===== src/rtl/wcb_pkg.sv =====
package wcb_pkg;
    localparam int BYTE_W = 8;

    // Address of the plain trigger word
    localparam int TRIG_WORD = 0;
endpackage


===== src/rtl/wcb_hold.sv =====
module wcb_hold #(
    parameter int NB = 4
) (
    input  logic             clk,
    input  logic             rst_n,
    input  logic [NB-1:0]    wmask,
    input  logic [NB*8-1:0]  wdata,
    input  logic             trig,
    output logic [NB*8-1:0]  val_o,
    output logic             acc_o
);
    import wcb_pkg::*;

    typedef struct packed {
        logic [NB*8-1:0] hold;
        logic [NB*8-1:0] val;
        logic [NB-1:0]   pend;
    } st_t;

    st_t             s_d, s_q;
    logic [NB*8-1:0] hold_n;
    logic [NB-1:0]   pend_n;
    logic            fire;

    always_comb begin
        s_d    = s_q;
        hold_n = s_q.hold;
        pend_n = s_q.pend | wmask;
        for (int b = 0; b < NB; b++) begin
            if (wmask[b]) hold_n[b*BYTE_W +: BYTE_W] = wdata[b*BYTE_W +: BYTE_W];
        end
        fire       = trig && (pend_n != '0);
        s_d.hold   = hold_n;
        s_d.pend   = pend_n;
        if (fire) begin
            for (int b = 0; b < NB; b++) begin
                if (pend_n[b]) s_d.val[b*BYTE_W +: BYTE_W] = hold_n[b*BYTE_W +: BYTE_W];
            end
            s_d.pend = '0;
        end
    end

    always_ff @(posedge clk or negedge rst_n) begin
        if (!rst_n) s_q <= '0;
        else        s_q <= s_d;
    end

    assign val_o = s_q.val;
    assign acc_o = fire;

    // without a trigger the visible value never moves
    a_r1_held: assert property (@(posedge clk) disable iff (!rst_n)
        !trig |=> $stable(val_o));
    // trigger with nothing pending and nothing arriving is ignored
    a_r5_idle: assert property (@(posedge clk) disable iff (!rst_n)
        (trig && s_q.pend == '0 && wmask == '0) |=> $stable(val_o));
    // strobe only alongside a trigger
    a_r7_acc: assert property (@(posedge clk) disable iff (!rst_n)
        acc_o |-> trig);
endmodule


===== src/rtl/wcb_decode.sv =====
module wcb_decode #(
    parameter int DW   = 32,
    parameter int AW   = 4,
    parameter int NGRP = 3
) (
    input  logic                 wr_en,
    input  logic [AW-1:0]        wr_addr,
    input  logic [DW/8-1:0]      wr_strb,
    output logic [DW/8-1:0]      trig_mask,
    output logic                 grp_fire,
    output logic [NGRP*DW/8-1:0] grp_mask,
    output logic [DW/4-1:0]      wide_mask,
    output logic                 wide_fire,
    output logic [DW/8-1:0]      ext_mask
);
    localparam int NBW     = DW / 8;
    localparam int WIDE_LO = NGRP + 1;
    localparam int WIDE_HI = NGRP + 2;
    localparam int EXT_A   = NGRP + 3;

    logic hit_trig, hit_lo, hit_hi, hit_ext;

    always_comb begin
        hit_trig  = wr_en && (wr_addr == AW'(wcb_pkg::TRIG_WORD));
        hit_lo    = wr_en && (wr_addr == AW'(WIDE_LO));
        hit_hi    = wr_en && (wr_addr == AW'(WIDE_HI));
        hit_ext   = wr_en && (wr_addr == AW'(EXT_A));
        trig_mask = hit_trig ? wr_strb : '0;
        grp_fire  = hit_trig;
        wide_mask = {(hit_hi ? wr_strb : {NBW{1'b0}}), (hit_lo ? wr_strb : {NBW{1'b0}})};
        wide_fire = hit_hi;
        ext_mask  = hit_ext ? wr_strb : '0;
    end

    for (genvar g = 0; g < NGRP; g++) begin : g_grp
        assign grp_mask[g*NBW +: NBW] =
            (wr_en && wr_addr == AW'(g + 1)) ? wr_strb : {NBW{1'b0}};
    end
endmodule


===== src/rtl/wcb_commit_regs.sv =====
module wcb_commit_regs #(
    parameter int DW           = 32,
    parameter int AW           = 4,
    parameter int NGRP         = 3,
    parameter bit EXT_ACT_HIGH = 1'b1
) (
    input  logic               clk,
    input  logic               rst_n,
    input  logic               wr_en,
    input  logic [AW-1:0]      wr_addr,
    input  logic [DW-1:0]      wr_data,
    input  logic [DW/8-1:0]    wr_strb,
    input  logic               ext_trig,
    output logic [DW-1:0]      trig_reg_o,
    output logic [NGRP*DW-1:0] grp_regs_o,
    output logic [2*DW-1:0]    wide_reg_o,
    output logic [DW-1:0]      ext_reg_o,
    output logic [NGRP+2:0]    wr_acc_o
);
    import wcb_pkg::*;

    localparam int NBW   = DW / 8;
    localparam int EXT_A = NGRP + 3;

    logic [NBW-1:0]      trig_mask, ext_mask;
    logic [NGRP*NBW-1:0] grp_mask;
    logic [2*NBW-1:0]    wide_mask;
    logic                grp_fire, wide_fire, ext_fire;
    logic [NGRP-1:0]     grp_acc;
    logic                wide_acc, ext_acc;

    wcb_decode #(.DW(DW), .AW(AW), .NGRP(NGRP)) u_dec (
        .wr_en(wr_en), .wr_addr(wr_addr), .wr_strb(wr_strb),
        .trig_mask(trig_mask), .grp_fire(grp_fire), .grp_mask(grp_mask),
        .wide_mask(wide_mask), .wide_fire(wide_fire), .ext_mask(ext_mask)
    );

    // Plain trigger register, written directly
    logic [DW-1:0] trig_d, trig_q;

    always_comb begin
        trig_d = trig_q;
        for (int b = 0; b < NBW; b++) begin
            if (trig_mask[b]) trig_d[b*BYTE_W +: BYTE_W] = wr_data[b*BYTE_W +: BYTE_W];
        end
    end

    always_ff @(posedge clk or negedge rst_n) begin
        if (!rst_n) trig_q <= '0;
        else        trig_q <= trig_d;
    end

    assign trig_reg_o = trig_q;

    for (genvar g = 0; g < NGRP; g++) begin : g_grp
        wcb_hold #(.NB(NBW)) u_hold (
            .clk(clk), .rst_n(rst_n),
            .wmask(grp_mask[g*NBW +: NBW]), .wdata(wr_data), .trig(grp_fire),
            .val_o(grp_regs_o[g*DW +: DW]), .acc_o(grp_acc[g])
        );
    end

    wcb_hold #(.NB(2*NBW)) u_wide (
        .clk(clk), .rst_n(rst_n),
        .wmask(wide_mask), .wdata({wr_data, wr_data}), .trig(wide_fire),
        .val_o(wide_reg_o), .acc_o(wide_acc)
    );

    if (EXT_ACT_HIGH) begin : g_pol_hi
        assign ext_fire = ext_trig;
    end else begin : g_pol_lo
        assign ext_fire = ~ext_trig;
    end

    wcb_hold #(.NB(NBW)) u_ext (
        .clk(clk), .rst_n(rst_n),
        .wmask(ext_mask), .wdata(wr_data), .trig(ext_fire),
        .val_o(ext_reg_o), .acc_o(ext_acc)
    );

    assign wr_acc_o = {ext_acc, wide_acc, grp_acc, (trig_mask != '0)};

    // unmapped words raise no strobe
    a_r10_unmapped: assert property (@(posedge clk) disable iff (!rst_n)
        (wr_en && wr_addr > AW'(EXT_A)) |-> (wr_acc_o == '0));
    // group strobes only come from a write to the trigger word
    a_r3_group: assert property (@(posedge clk) disable iff (!rst_n)
        (wr_acc_o[NGRP:1] != '0) |-> (wr_en && wr_addr == AW'(TRIG_WORD)));
endmodule


===== config.mk =====
export PLATFORM = sky130hd
export DESIGN_NAME = wcb_commit_regs
export DESIGN_NICKNAME = d
export VERILOG_FILES = /design/src/rtl/wcb_pkg.sv /design/src/rtl/wcb_hold.sv /design/src/rtl/wcb_decode.sv /design/src/rtl/wcb_commit_regs.sv
export SDC_FILE = /design/constraint.sdc
export NUM_CORES = 1
export LEC_CHECK = 0
export BUFFER_PORTS_ARGS = -buffer_cell sky130_fd_sc_hd__buf_2
export CAP_MARGIN = 25
export CORE_ASPECT_RATIO = 0.6
export CORE_UTILIZATION = 51
export CTS_BUF_LIST = sky130_fd_sc_hd__clkbuf_16
export CTS_CLUSTER_DIAMETER = 40
export CTS_CLUSTER_SIZE = 25
export DETAILED_ROUTE_END_ITERATION = 6
export GPL_ROUTABILITY_DRIVEN = 0
export PLACE_DENSITY = 0.75
export SKIP_CTS_REPAIR_TIMING = 1
export SLEW_MARGIN = 20
export SYNTH_ARGS = -nofsm -noshare
export SYNTH_HDL_FRONTEND = slang
export SYNTH_SLANG_ARGS = --single-unit

===== constraint.sdc =====
create_clock -name clk -period 1.62 [get_ports clk]
set_input_delay 0.162 -clock clk [delete_from_list [all_inputs] [get_ports clk]]
set_output_delay 0.162 -clock clk [all_outputs]
set_load 0.01 [all_outputs]

# --- Word level (Yosys, flattened, before mapping) ---
# Index checks and enable logic that the tools add are counted.
# Widths: inputs -> output; s select.
op_classes:
  add_sub_neg: 0
  n_mul: 0
  div_mod_pow: 0
  n_lt_le_gt_ge: 0
  eq_ne: 6
  n_shift: 0
  n_mux: 36
  bitwise: 5
  reduce_logical: 43
ops:
  columns: ["op", "count"]
  rows:
  - ["$mux 8", 25]
  - ["$reduce_and 2->1", 24]
  - ["$mux 4", 11]
  - ["$reduce_bool 4->1", 5]
  - ["$or 4x4->4", 4]
  - ["$eq 4x3->1 const B", 3]
  - ["$logic_and 1x1->1", 12]
  - ["$eq 4x2->1 const B", 2]
  - ["$or 8x8->8", 1]
  - ["$reduce_bool 8->1", 1]
  - ["$eq 4x1->1 const B", 1]
  - ["$logic_not 4->1", 1]
word_totals:
  reg_bits: 440
  latchBits: 0
  mem_bits_rw: 0
  rom_bits: 0
  in_bits: 44
  out_inout_bits: 230
  elab_cells: 128
  n_memories: 0

# --- Logic depth before layout (Yosys ltp) ---
# Gate-level depths: netlist (run 1).
depth:
  depth_word: 7
  depth_mapped: 8
  mapped_depth_nobuf: 4

# --- Hierarchy ---
# Synthesis (run 1) repeated with hierarchy kept, for this count alone.
hier_totals:
  cells_unflattened: 1221
  hier_area_um2: 18945.7
by_module_without_submodules:
  columns: ["module", "instances", "cells_each", "area_each_um2"]
  rows:
  - ["wcb_hold (g_grp[0].u_hold ...)", 4, 183, 2942.8]
  - ["wcb_hold (u_wide)", 1, 368, 5704.2]
  - ["wcb_commit_regs", 1, 71, 1216.2]
  - ["wcb_decode", 1, 50, 254.0]

# --- Worst setup path after synthesis (run 1) ---
# No wires, ideal clock.
synth_path:
  path_kind: "in2reg"
  startpoint: "input wr_addr[3]"
  endpoint: "register g_grp[1].u_hold.s_q, in the netlist g_grp[1].u_hold.val_o[16]"
  arrival_ns: 1.647
  path_slack_ns: -0.154
  cell_stages: 5
  n_path_buf: 1
  path_cell_list: "or3b_1 > buf_6 > nor3_4 > mux2_2 > mux2_1"
synth_via:
  elab_cells_between_ends: 10
synth_lines:
  columns: ["item", "line", "text"]
  rows:
  - ["start: declaration", "wcb_commit_regs.sv:10", "input logic [AW-1:0] wr_addr,"]
  - ["$eq 4x2->1", "wcb_decode.sv:37", "(wr_en && wr_addr == AW'(g + 1)) ? wr_strb : {NBW{1'b0}};"]
  - ["$logic_and 1x1->1", "wcb_decode.sv:37", null]
  - ["$mux 4", "wcb_decode.sv:37", null]
  - ["$mux 8", "wcb_hold.sv:30", "if (wmask[b]) hold_n[b*BYTE_W +: BYTE_W] = wdata[b*BYTE_W +: BYTE_W];"]
  - ["via g_grp[1].u_hold.hold_n[16]", "wcb_hold.sv:21", "logic [NB*8-1:0] hold_n;"]
  - ["end signal: assignment", "wcb_hold.sv:44", "if (!rst_n) s_q <= '0;"]
  - ["end signal: assignment", "wcb_hold.sv:45", "else s_q <= s_d;"]
  - ["end: declaration", "wcb_hold.sv:20", "st_t s_d, s_q;"]
# The timed path passes the listed nets, and every way through them passes these cells.
# A chain may end at the register's enable or synchronous reset.

# --- Final worst setup path (run 1) ---
layout_path:
  startpoint: "input wr_addr[2]"
  endpoint: "output wr_acc_o[0]"
layout_via:
  elab_chain_cells: 4
layout_rtl:
  columns: ["item", "line", "text"]
  rows:
  - ["$logic_not 4->1", "wcb_decode.sv:24", "hit_trig = wr_en && (wr_addr == AW'(wcb_pkg::TRIG_WORD));"]
  - ["$logic_and 1x1->1", "wcb_decode.sv:24", null]
  - ["$mux 4", "wcb_decode.sv:28", "trig_mask = hit_trig ? wr_strb : '0;"]
  - ["$reduce_bool 4->1", "wcb_commit_regs.sv:81", "assign wr_acc_o = {ext_acc, wide_acc, grp_acc, (trig_mask != '0)};"]
  - ["end: declaration", "wcb_commit_regs.sv:18", "output logic [NGRP+2:0] wr_acc_o"]
# No other way between the ends.

==> impl_metrics.py, run 1 <==
metrics = {
    "outcome": {
        "status": "complete, but fails checks",
        "violations": "setup timing",
    },
    "global_route": {
        "grt-ovfl-total": 0,
        "grt_pass1_wl_microns": 62900,
        "antenna_found_initial": 1,
        "grt_max_degree": 88,
        "globalRouteTotalUtil_pct": 22.8,
        "grt_pass1_vias": 10600,
    },
    "synth": {
        "synth_cell_types": 39,
        "yosys_warnings": 0,
        "seq_area_frac_synth_pct": 60.4,
        "yosys-top-cells-area": "dfrtp_1 (60%), mux2_2 (25%), buf_4 (8.5%)",
        "synth_top_cell_by_area": "dfrtp_1",
        "synth_nets": 1255,
        "syn-cell-area_sq_um": 18200,
        "syn_inst": 1211,
        "ys_ff_latch": 440,
        "avgSynthCellArea_sq_um": 15.1,
        "yosysTopAreaCellShare_pct": 60.4,
    },
    "place": {
        "dp_cells": 1841,
        "post_dp_cell_area_sq_um": 20100,
        "dp_hpwl_microns": 29100,
        "port_buffers": 273,
    },
    "sta": {
        "fin_ws_ps": -285,
        "finalMaxSlewViolations": 0,
        "grt_setup_unrepaired": "yes",
        "clock_skew_ps": 15.8,
        "setup_viol": 9,
        "final_hold_viol_count": 0,
        "fin_crit_sh_pct": 118,
        "fin_tns_setup_ps": -1150,
        "max-slew-margin-rel_pct": 69.6,
        "fmax_ghz": 0.525,
        "worstMarginPinSlew_ps": 455,
        "finalCriticalPeriod_ps": 1900,
    },
    "pwr": {
        "p_seq_share_pct": 47.8,
        "p_sw_share_pct": 27.4,
        "cellInternalPower_uw": 20400,
        "leakage_uw": 0.0113,
        "clockPowerShare_pct": 36.7,
        "p_per_area_nw_per_um2": 1280,
        "vdd_drop_max_mv": 0.945,
        "power_uw": 28200,
        "power_switching_uw": 7730,
        "comb_power_share_pct": 15.5,
    },
    "clock_network": {
        "clock_path_buffers": 3,
        "insertion_delay_ps": 560,
        "clockRootBuffer": "clkbuf_16",
        "cts_made_buffers": 42,
        "clk_pin_slew_ps": 80,
        "cts_tree": "built",
        "cts_sinks": 440,
        "htree_levels": 2,
    },
    "route": {
        "wl_met3_microns": 1820,
        "vias_per_cell": 5.22,
        "postRouteWirelength_microns": 40800,
        "first_iter_violations": 387,
        "top_layer_used": "met4",
        "vias": 10100,
        "firstDrtPassIters": 4,
        "wl_met2_microns": 19000,
        "wl_met1_microns": 19200,
        "ant_nets": 0,
        "wl_per_cell_microns": 21.0,
        "drc": 0,
    },
    "min_path": {
        "hold_path_class": "input pin to flop",
    },
    "critical_path": {
        "path_class": "input pin to output port",
        "worstSetupEndpointType": "output port",
        "arrival_ps": 1740,
        "worstSetupStartpointType": "input pin",
        "crit_fanout": 5,
        "critPathRequiredTime_ps": 1460,
    },
    "finish": {
        "finalNonFillerCells": 1941,
        "final_cell_area_sq_um": 22000,
        "area_growth_syn_to_layout_pct": 20.7,
        "nets": 1483,
        "layout-drive-gt1-share_pct": 64.4,
    },
    "floorplanning": {
        "fp.dieH_microns": 149,
        "initial_utilization_pct": 52.0,
        "die-area_sq_um": 36600,
        "die_width_microns": 246,
        "core_sq_um": 35100,
        "ios": 274,
        "placementRows": 53,
    },
    "job": {
        "max_cap_violations": 0,
    },
}
cell usage in the layout (no fill, tap or decap), types with 4 or more instances in the layout:
| cell type | synthesis | final |
|---|---|---|
| inv_6 | 0 | 8 |
| mux2_1 | 14 | 14 |
| buf_2 | 12 | 268 |
| clkinvlp_4 | 0 | 5 |
| nand2_2 | 5 | 5 |
| mux2_4 | 0 | 21 |
| inv_8 | 0 | 5 |
| nor3_4 | 7 | 7 |
| nand3_2 | 7 | 6 |
| mux2_2 | 402 | 381 |
| buf_6 | 2 | 8 |
| dfrtp_1 | 440 | 439 |
| a31oi_4 | 0 | 6 |
| buf_4 | 207 | 84 |
| buf_12 | 0 | 46 |
| clkinv_8 | 0 | 11 |
| nor2_4 | 6 | 7 |
| and3_1 | 6 | 5 |
| nor2_1 | 30 | 28 |
| clkbuf_16 | 0 | 42 |
| o21a_1 | 6 | 4 |
| inv_1 | 4 | 5 |
| o21ai_2 | 5 | 5 |
logic make-up after synthesis:
family | Yosys count | share of synthesized area (%)
DFF | 440 | 60.4
and+or+nand+nor | 91 | 3.47
AOI/OAI and AO/OA | 30 | 1.26
buffers and inverters | 234 | 9.24
muxes | 416 | 25.7
final timing paths:
path / slack [ps] / startpoint / depth (start not counted) / end
max: -280 / wr_addr[2] / 9 / wr_acc_o[0]
min: 5 / wr_data[8] / 2 / u_wide.s_q[112]
min in group asynchronous: 60 / rst_n / 2 / g_grp[2].u_hold.s_q[50]
min reg2reg: 480 / u_wide.s_q[112] / 1 / u_wide.s_q[112]
max reg2reg: 60 / u_wide.s_q[2] / 4 / u_wide.val_o[18]
max in group asynchronous: 780 / rst_n / 4 / u_ext.val_o[27]
registers in the layout (all words and copies together) (netlist names):
register and count:
u_wide.s_q 72, u_ext.s_q 36, u_ext.val_o 32, g_grp.u_hold.val_o 96, u_wide.val_o 64, g_grp.u_hold.s_q 108
trig_reg_o 32
per-layer routing:
layer | up-vias | GRT usage [%]
met3 | 55 | 4.71
li1 | 4517 | -
met2 | 197 | 35.4
met4 | 0 | 5.37
met1 | 5365 | 33.0
met5 | - | 0
critical path: stages:
cell,delay (ps)
buf_8,100
or3b_4,390
buf_8,150
nor3_4,290
buf_6,180
buf_6,100
nand2_4,40
nand4_1,150
buf_2,170
metrics by stage:
stage	utilization (%)	hold WS (ps)	setup WS, ps
finish	62.8	5.31	-285
global route	62.8	3.57	-332
detailed placement	57.3	40.6	-478
CTS	61.5	-564	-436
floorplan	-	-134	-154
global placement	57.3	40.7	-425
synthesized netlist by cell type:
master and instances:
a21oi_1 3, a31o_2 2, a31oi_1 9, a41oi_1 4
and2_1 2, and3_1 6, and3b_1 1, and4_1 3
buf_1 1, buf_2 12, buf_4 207, buf_6 2
clkbuf_1 7, dfrtp_1 440, inv_1 4, inv_2 1
mux2_1 14, mux2_2 402, nand2_1 5, nand2_2 5
nand2b_1 1, nand3_1 3, nand3_2 7, nand3b_1 1
nand4_1 1, nor2_1 30, nor2_2 1, nor2_4 6
nor2b_1 4, nor3_1 1, nor3_4 7, nor3b_2 1
nor4b_1 1, nor4bb_1 1, o21a_1 6, o21ai_2 5
o21ai_4 1, or3b_1 1, or4_1 3
power groups by stage:
stage / clock network (uW) / logic [uW] / registers, uW
4_1_cts: 10600 / 4280 / 13500
6_report: 10300 / 4370 / 13500
5_1_grt: 11100 / 4740 / 13700
2_1_floorplan: 0 / 3180 / 13500
3_3_place_gp: 0 / 4090 / 13600
3_5_place_dp: 0 / 4260 / 13700
cell type report:
| cell class | instances | area [sq um] |
|---|---|---|
| Timing Repair Buffer | 413 | 3070 |
| Antenna cell | 1 | 2.50 |
| Fill cell | 2626 | 13100 |
| Clock inverter | 36 | 453 |
| Inverter | 5 | 18.8 |
| Tap cell | 467 | 584 |
| Clock buffer | 42 | 1050 |
| Multi-Input combinational cell | 537 | 5840 |
| Sequential cell | 440 | 11000 |
Power figures use the tool's default switching activity.
==> run 2, diff against run 1 <==
--- a/config.mk
+++ b/config.mk
@@ -8,13 +8,12 @@
 export BUFFER_PORTS_ARGS = -buffer_cell sky130_fd_sc_hd__buf_2
 export CAP_MARGIN = 25
 export CORE_ASPECT_RATIO = 0.6
-export CORE_UTILIZATION = 51
+export CORE_UTILIZATION = 31
 export CTS_BUF_LIST = sky130_fd_sc_hd__clkbuf_16
 export CTS_CLUSTER_DIAMETER = 40
 export CTS_CLUSTER_SIZE = 25
 export DETAILED_ROUTE_END_ITERATION = 6
 export GPL_ROUTABILITY_DRIVEN = 0
-export PLACE_DENSITY = 0.75
 export SKIP_CTS_REPAIR_TIMING = 1
 export SLEW_MARGIN = 20
 export SYNTH_ARGS = -nofsm -noshare
==> constraint.sdc (replaced) <==
create_clock -name clk -period 1.6 [get_ports clk]
set_input_delay 0.16 -clock clk [delete_from_list [all_inputs] [get_ports clk]]
set_output_delay 0.16 -clock clk [all_outputs]
set_load 0.01 [all_outputs]
==> impl_metrics.py, run 2 (same netlist as run 1, synthesis figures left out) <==
metrics = {
    "outcome": {
        "status": "complete, but fails checks",
        "violations": "DRC, setup timing",
    },
    "place": {
        "post_dp_cell_area_sq_um": 20500,
        "dp_hpwl_microns": 32800,
        "port_buffers": 273,
        "dp_slack_ps": -501,
    },
    "clock_network": {
        "insertion_delay_ps": 600,
        "cts_tree": "built",
        "clock_path_buffers": 3,
        "clockRootBuffer": "clkbuf_16",
        "cts_made_buffers": 50,
        "clk_pin_slew_ps": 60,
        "htree_levels": 2,
        "cts_sinks": 440,
    },
    "route": {
        "top_layer_used": "met4",
        "wl_met3_microns": 2610,
        "wl_per_cell_microns": 20.6,
        "postRouteWirelength_microns": 46700,
        "drc": 31,
        "ant_nets": 0,
        "firstDrtPassIters": 7,
        "wl_met1_microns": 22400,
        "vias": 10300,
        "first_iter_violations": 402,
        "wl_met2_microns": 20700,
        "vias_per_cell": 4.53,
    },
    "floorplanning": {
        "initial_utilization_pct": 31.6,
        "placementRows": 68,
        "die-area_sq_um": 59900,
        "fp.dieH_microns": 190,
        "core_sq_um": 57800,
        "ios": 274,
        "die_width_microns": 315,
    },
    "critical_path": {
        "cp_top_family": "flip-flops",
        "worstSetupEndpointType": "output port",
        "cp_cell_sequence": "a31oi_4 -> nor4bb_2 -> a31oi_1 -> buf_4",
        "worstSetupStartpointType": "flop",
        "arrival_ps": 1770,
        "crit_fanout": 3,
        "rrSetupSlack_ps": 70,
        "path_class": "flop to output port",
        "slowest_delay_ps": 400,
        "r2r_start": "u_wide.s_q[2]",
        "r2r_end": "u_wide.val_o[18]",
        "crit_start": "u_wide.s_q[3]",
        "path_buf_inv": 1,
        "critPathRequiredTime_ps": 1440,
        "worst_r2r_path_depth": 4,
        "crit_slowest_cell": "dfrtp_1",
    },
    "finish": {
        "area_growth_syn_to_layout_pct": 26.3,
        "layout-drive-gt1-share_pct": 64.0,
        "final_cell_mix": "dfrtp_1 (440), mux2_2 (357), buf_2 (265)",
        "n_fill_cell": 5322,
        "final_util_pct": 39.9,
        "regMostFlops": "g_grp.u_hold.s_q",
        "nets": 1498,
        "largest_reg_flops": 108,
        "final_common_cell": "dfrtp_1",
        "final_cell_area_sq_um": 23000,
    },
    "sta": {
        "grt_setup_unrepaired": "yes",
        "max-slew-margin-rel_pct": 58.7,
        "finalCriticalPeriod_ps": 1930,
        "clock_skew_ps": 27.2,
        "finalMaxSlewViolations": 0,
        "fin_ws_ps": -330,
        "holdWs_ps": 24.7,
        "fmax_ghz": 0.518,
        "final_hold_viol_count": 0,
        "worstMarginPinSlew_ps": 620,
        "fin_crit_sh_pct": 121,
        "setup_viol": 14,
    },
    "global_route": {
        "grt_pass1_vias": 10900,
        "grt-ovfl-total": 0,
        "grt_pass1_wl_microns": 69200,
        "globalRouteTotalUtil_pct": 15.5,
        "grt_max_degree": 76,
        "antenna_found_initial": 4,
    },
    "min_path": {
        "hold_depth": 2,
        "hold_path_class": "input pin to flop",
        "whs_endpoint": "trig_reg_o[8]",
        "hold_start": "wr_data[8]",
    },
    "pwr": {
        "p_per_area_nw_per_um2": 1320,
        "power_uw": 30400,
        "vdd_drop_max_mv": 0.747,
        "leakage_uw": 0.0116,
    },
    "job": {
        "max_cap_violations": 0,
    },
}
run 2: routing by layer:
| metal | vias up | global-route usage [%] |
|---|---|---|
| met5 | - | 0 |
| met4 | 0 | 4.33 |
| met3 | 71 | 3.96 |
| met2 | 227 | 23.1 |
| met1 | 5444 | 22.2 |
| li1 | 4543 | - |
run 2: per-stage QoR:
stage / TNS, ps / instances
after floorplan: -7750 / 1211
after global placement: -87730 / 2137
after detailed placement: -90460 / 2137
after CTS: -2460 / 2231
after global routing: -1610 / 2267
final: -1380 / 2271
run 2: worst max-delay path by stage:
stage,endpoint,slack (ps),cells past startpoint
finish,wr_acc_o[4],-330,4
global route,wr_acc_o[4],-430,4
CTS,wr_acc_o[1],-470,3
detailed placement,g_grp[2].u_hold.val_o[29],-500,7
global placement,g_grp[2].u_hold.val_o[27],-500,7
floorplan,g_grp[1].u_hold.val_o[16],-170,5
run 2: where the power goes:
| group | internal (uW) | switching, uW | total [uW] |
|---|---|---|---|
| sequential | 12900 | 710 | 13600 |
| clock | 6810 | 5380 | 12200 |
| combinational | 2340 | 2220 | 4560 |
| total | 22100 | 8310 | 30400 |
run 2: area by class of cell:
cell class                      count  area (sq um)  share of cell area, %
Antenna cell                        5          12.5                 0.0543
Tap cell                          770           963                   4.18
Clock inverter                     43           528                   2.29
Multi-Input combinational cell    537          6000                   26.0
Sequential cell                   440         11000                   47.8
Timing Repair Buffer              420          3230                   14.0
Inverter                            5          18.8                 0.0815
Clock buffer                       51          1280                   5.54
==> run 3, diff against run 2 <==
--- a/config.mk
+++ b/config.mk
@@ -14,6 +14,7 @@
 export CTS_CLUSTER_SIZE = 25
 export DETAILED_ROUTE_END_ITERATION = 6
 export GPL_ROUTABILITY_DRIVEN = 0
+export GPL_TIMING_DRIVEN = 0
 export SKIP_CTS_REPAIR_TIMING = 1
 export SLEW_MARGIN = 20
 export SYNTH_ARGS = -nofsm -noshare
==> impl_metrics.py, run 3 (same netlist as run 1, synthesis figures left out) <==
metrics = {
    "critical_path": {
        "r2r_start": "u_wide.s_q[6]",
        "slowest_delay_ps": 390,
        "worst-path-stages": 4,
        "crit_slowest_cell": "dfrtp_1",
        "cp_cell_sequence": "a31oi_2 -> nor4bb_4 -> a31oi_4 -> buf_6",
        "rrSetupSlack_ps": 60,
        "critPathRequiredTime_ps": 1440,
        "crit_fanout": 2,
        "path_buf_inv": 1,
        "worstSetupEndpointType": "output port",
        "worst_r2r_path_depth": 3,
        "cp_top_family": "flip-flops",
        "arrival_ps": 1920,
        "worstSetupStartpointType": "flop",
        "r2r_end": "u_wide.val_o[54]",
        "path_class": "flop to output port",
    },
    "global_route": {
        "antenna_found_initial": 5,
        "grt_max_degree": 99,
        "grt_pass1_wl_microns": 68800,
        "globalRouteTotalUtil_pct": 15.3,
        "grt_pass1_vias": 11100,
        "grt-ovfl-total": 0,
    },
    "pwr": {
        "p_seq_share_pct": 43.4,
        "leakage_uw": 0.0121,
        "cellInternalPower_uw": 22900,
        "p_sw_share_pct": 27.0,
        "power_switching_uw": 8490,
        "comb_power_share_pct": 16.5,
        "clockPowerShare_pct": 40.1,
        "vdd_drop_max_mv": 0.900,
        "p_per_area_nw_per_um2": 1340,
    },
    "sta": {
        "fmax_ghz": 0.480,
        "final_hold_viol_count": 71,
        "worstMarginPinSlew_ps": 617,
        "grt_setup_unrepaired": "yes",
        "fin_ws_ps": -483,
        "fin_crit_sh_pct": 130,
        "fin_tns_setup_ps": -1340,
        "holdWs_ps": -453,
        "setup_viol": 9,
        "finalMaxSlewViolations": 0,
        "finalCriticalPeriod_ps": 2080,
        "clock_skew_ps": 23.2,
        "max-slew-margin-rel_pct": 58.9,
    },
    "clock_network": {
        "cts_tree": "built",
        "cts_sinks": 440,
        "cts_made_buffers": 53,
        "htree_levels": 2,
        "clockRootBuffer": "clkbuf_16",
        "clk_pin_slew_ps": 70,
        "clock_path_buffers": 3,
        "insertion_delay_ps": 600,
    },
    "outcome": {
        "violations": "DRC, hold timing, setup timing",
        "status": "complete, but fails checks",
    },
    "place": {
        "dp_slack_ps": -770,
        "port_buffers": 269,
        "dp_hpwl_microns": 31700,
    },
    "route": {
        "firstDrtPassIters": 7,
        "wl_met3_microns": 3070,
        "ant_nets": 0,
        "postRouteWirelength_microns": 46100,
        "wl_met2_microns": 20200,
        "wl_met1_microns": 21900,
        "top_layer_used": "met4",
        "drc": 32,
        "first_iter_violations": 459,
        "wl_per_cell_microns": 19.3,
        "vias_per_cell": 4.45,
        "vias": 10600,
    },
    "finish": {
        "area_growth_syn_to_layout_pct": 28.2,
        "layout-drive-gt1-share_pct": 66.7,
        "regMostFlops": "g_grp.u_hold.s_q",
        "final_common_cell": "dfrtp_1",
        "largest_reg_flops": 108,
        "final_cell_mix": "dfrtp_1 (440), mux2_2 (361), buf_2 (264)",
        "nets": 1614,
    },
    "job": {
        "max_cap_violations": 0,
    },
    "floorplanning": {
        "die-area_sq_um": 59900,
        "initial_utilization_pct": 31.6,
        "placementRows": 68,
        "die_width_microns": 315,
        "fp.dieH_microns": 190,
        "ios": 274,
        "core_sq_um": 57800,
    },
    "min_path": {
        "hold_path_class": "input pin to async pin",
    },
}
## run 3: changes by cell type in the layout (fill, tap and decap cells not counted), moves of 5 or more
cell,before,now
a31oi_4,8,3
dlygate4sd3_1,19,13
buf_12,50,2
buf_4,71,225
## run 3: worst max-delay path by stage
stage / end / slack [ps] / start
6_report: wr_acc_o[4] / -480 / u_wide.s_q[4]
5_1_grt: wr_acc_o[4] / -550 / u_wide.s_q[4]
4_1_cts: wr_acc_o[4] / -790 / wr_addr[3]
3_5_place_dp: wr_acc_o[4] / -770 / wr_addr[3]
3_3_place_gp: g_grp[0].u_hold.val_o[28] / -8420 / rst_n
2_1_floorplan: g_grp[1].u_hold.val_o[16] / -170 / wr_addr[3]
## run 3: area by class of cell
type                    instances  area (sq um)
fillers                      5422         34400
multi-input cells             537          5970
well taps                     770           963
diodes                          1          2.50
inverters                       5          18.8
repair buffers                311          1840
clock inverters                45           500
flip-flops and latches        440         11000
plain buffers                 222          1700
clock buffers                  55          1380
## run 3: per-layer routing
metal  global-route usage [%]  vias to the layer above
met5                        0                        -
met4                     4.44                        0
met3                     4.34                       58
met2                     22.3                      232
met1                     22.1                     5569
li1                         -                     4767
## run 3: metrics by stage
step / utilization (%) / power, uW / std cells / hold WS [ps] / area, sq um
after floorplan: - / 16900 / 1211 / -136 / 18400
after global placement: 35.9 / 18600 / 2250 / 461 / 20700
after CTS: 39.4 / 31700 / 2354 / -480 / 22700
final: 40.5 / 31400 / 2386 / -453 / 23400
after global routing: 40.5 / 32900 / 2385 / -438 / 23400
after detailed placement: 36.1 / 18900 / 2254 / 179 / 20900
## run 3: power groups by stage
| stage | combinational, uW | clock (uW) | sequential, uW |
|---|---|---|---|
| 5_1_grt | 5650 | 13500 | 13800 |
| 3_3_place_gp | 4900 | 0 | 13700 |
| 6_report | 5190 | 12600 | 13600 |
| 2_1_floorplan | 3260 | 0 | 13700 |
| 4_1_cts | 5070 | 13000 | 13600 |
| 3_5_place_dp | 5050 | 0 | 13800 |
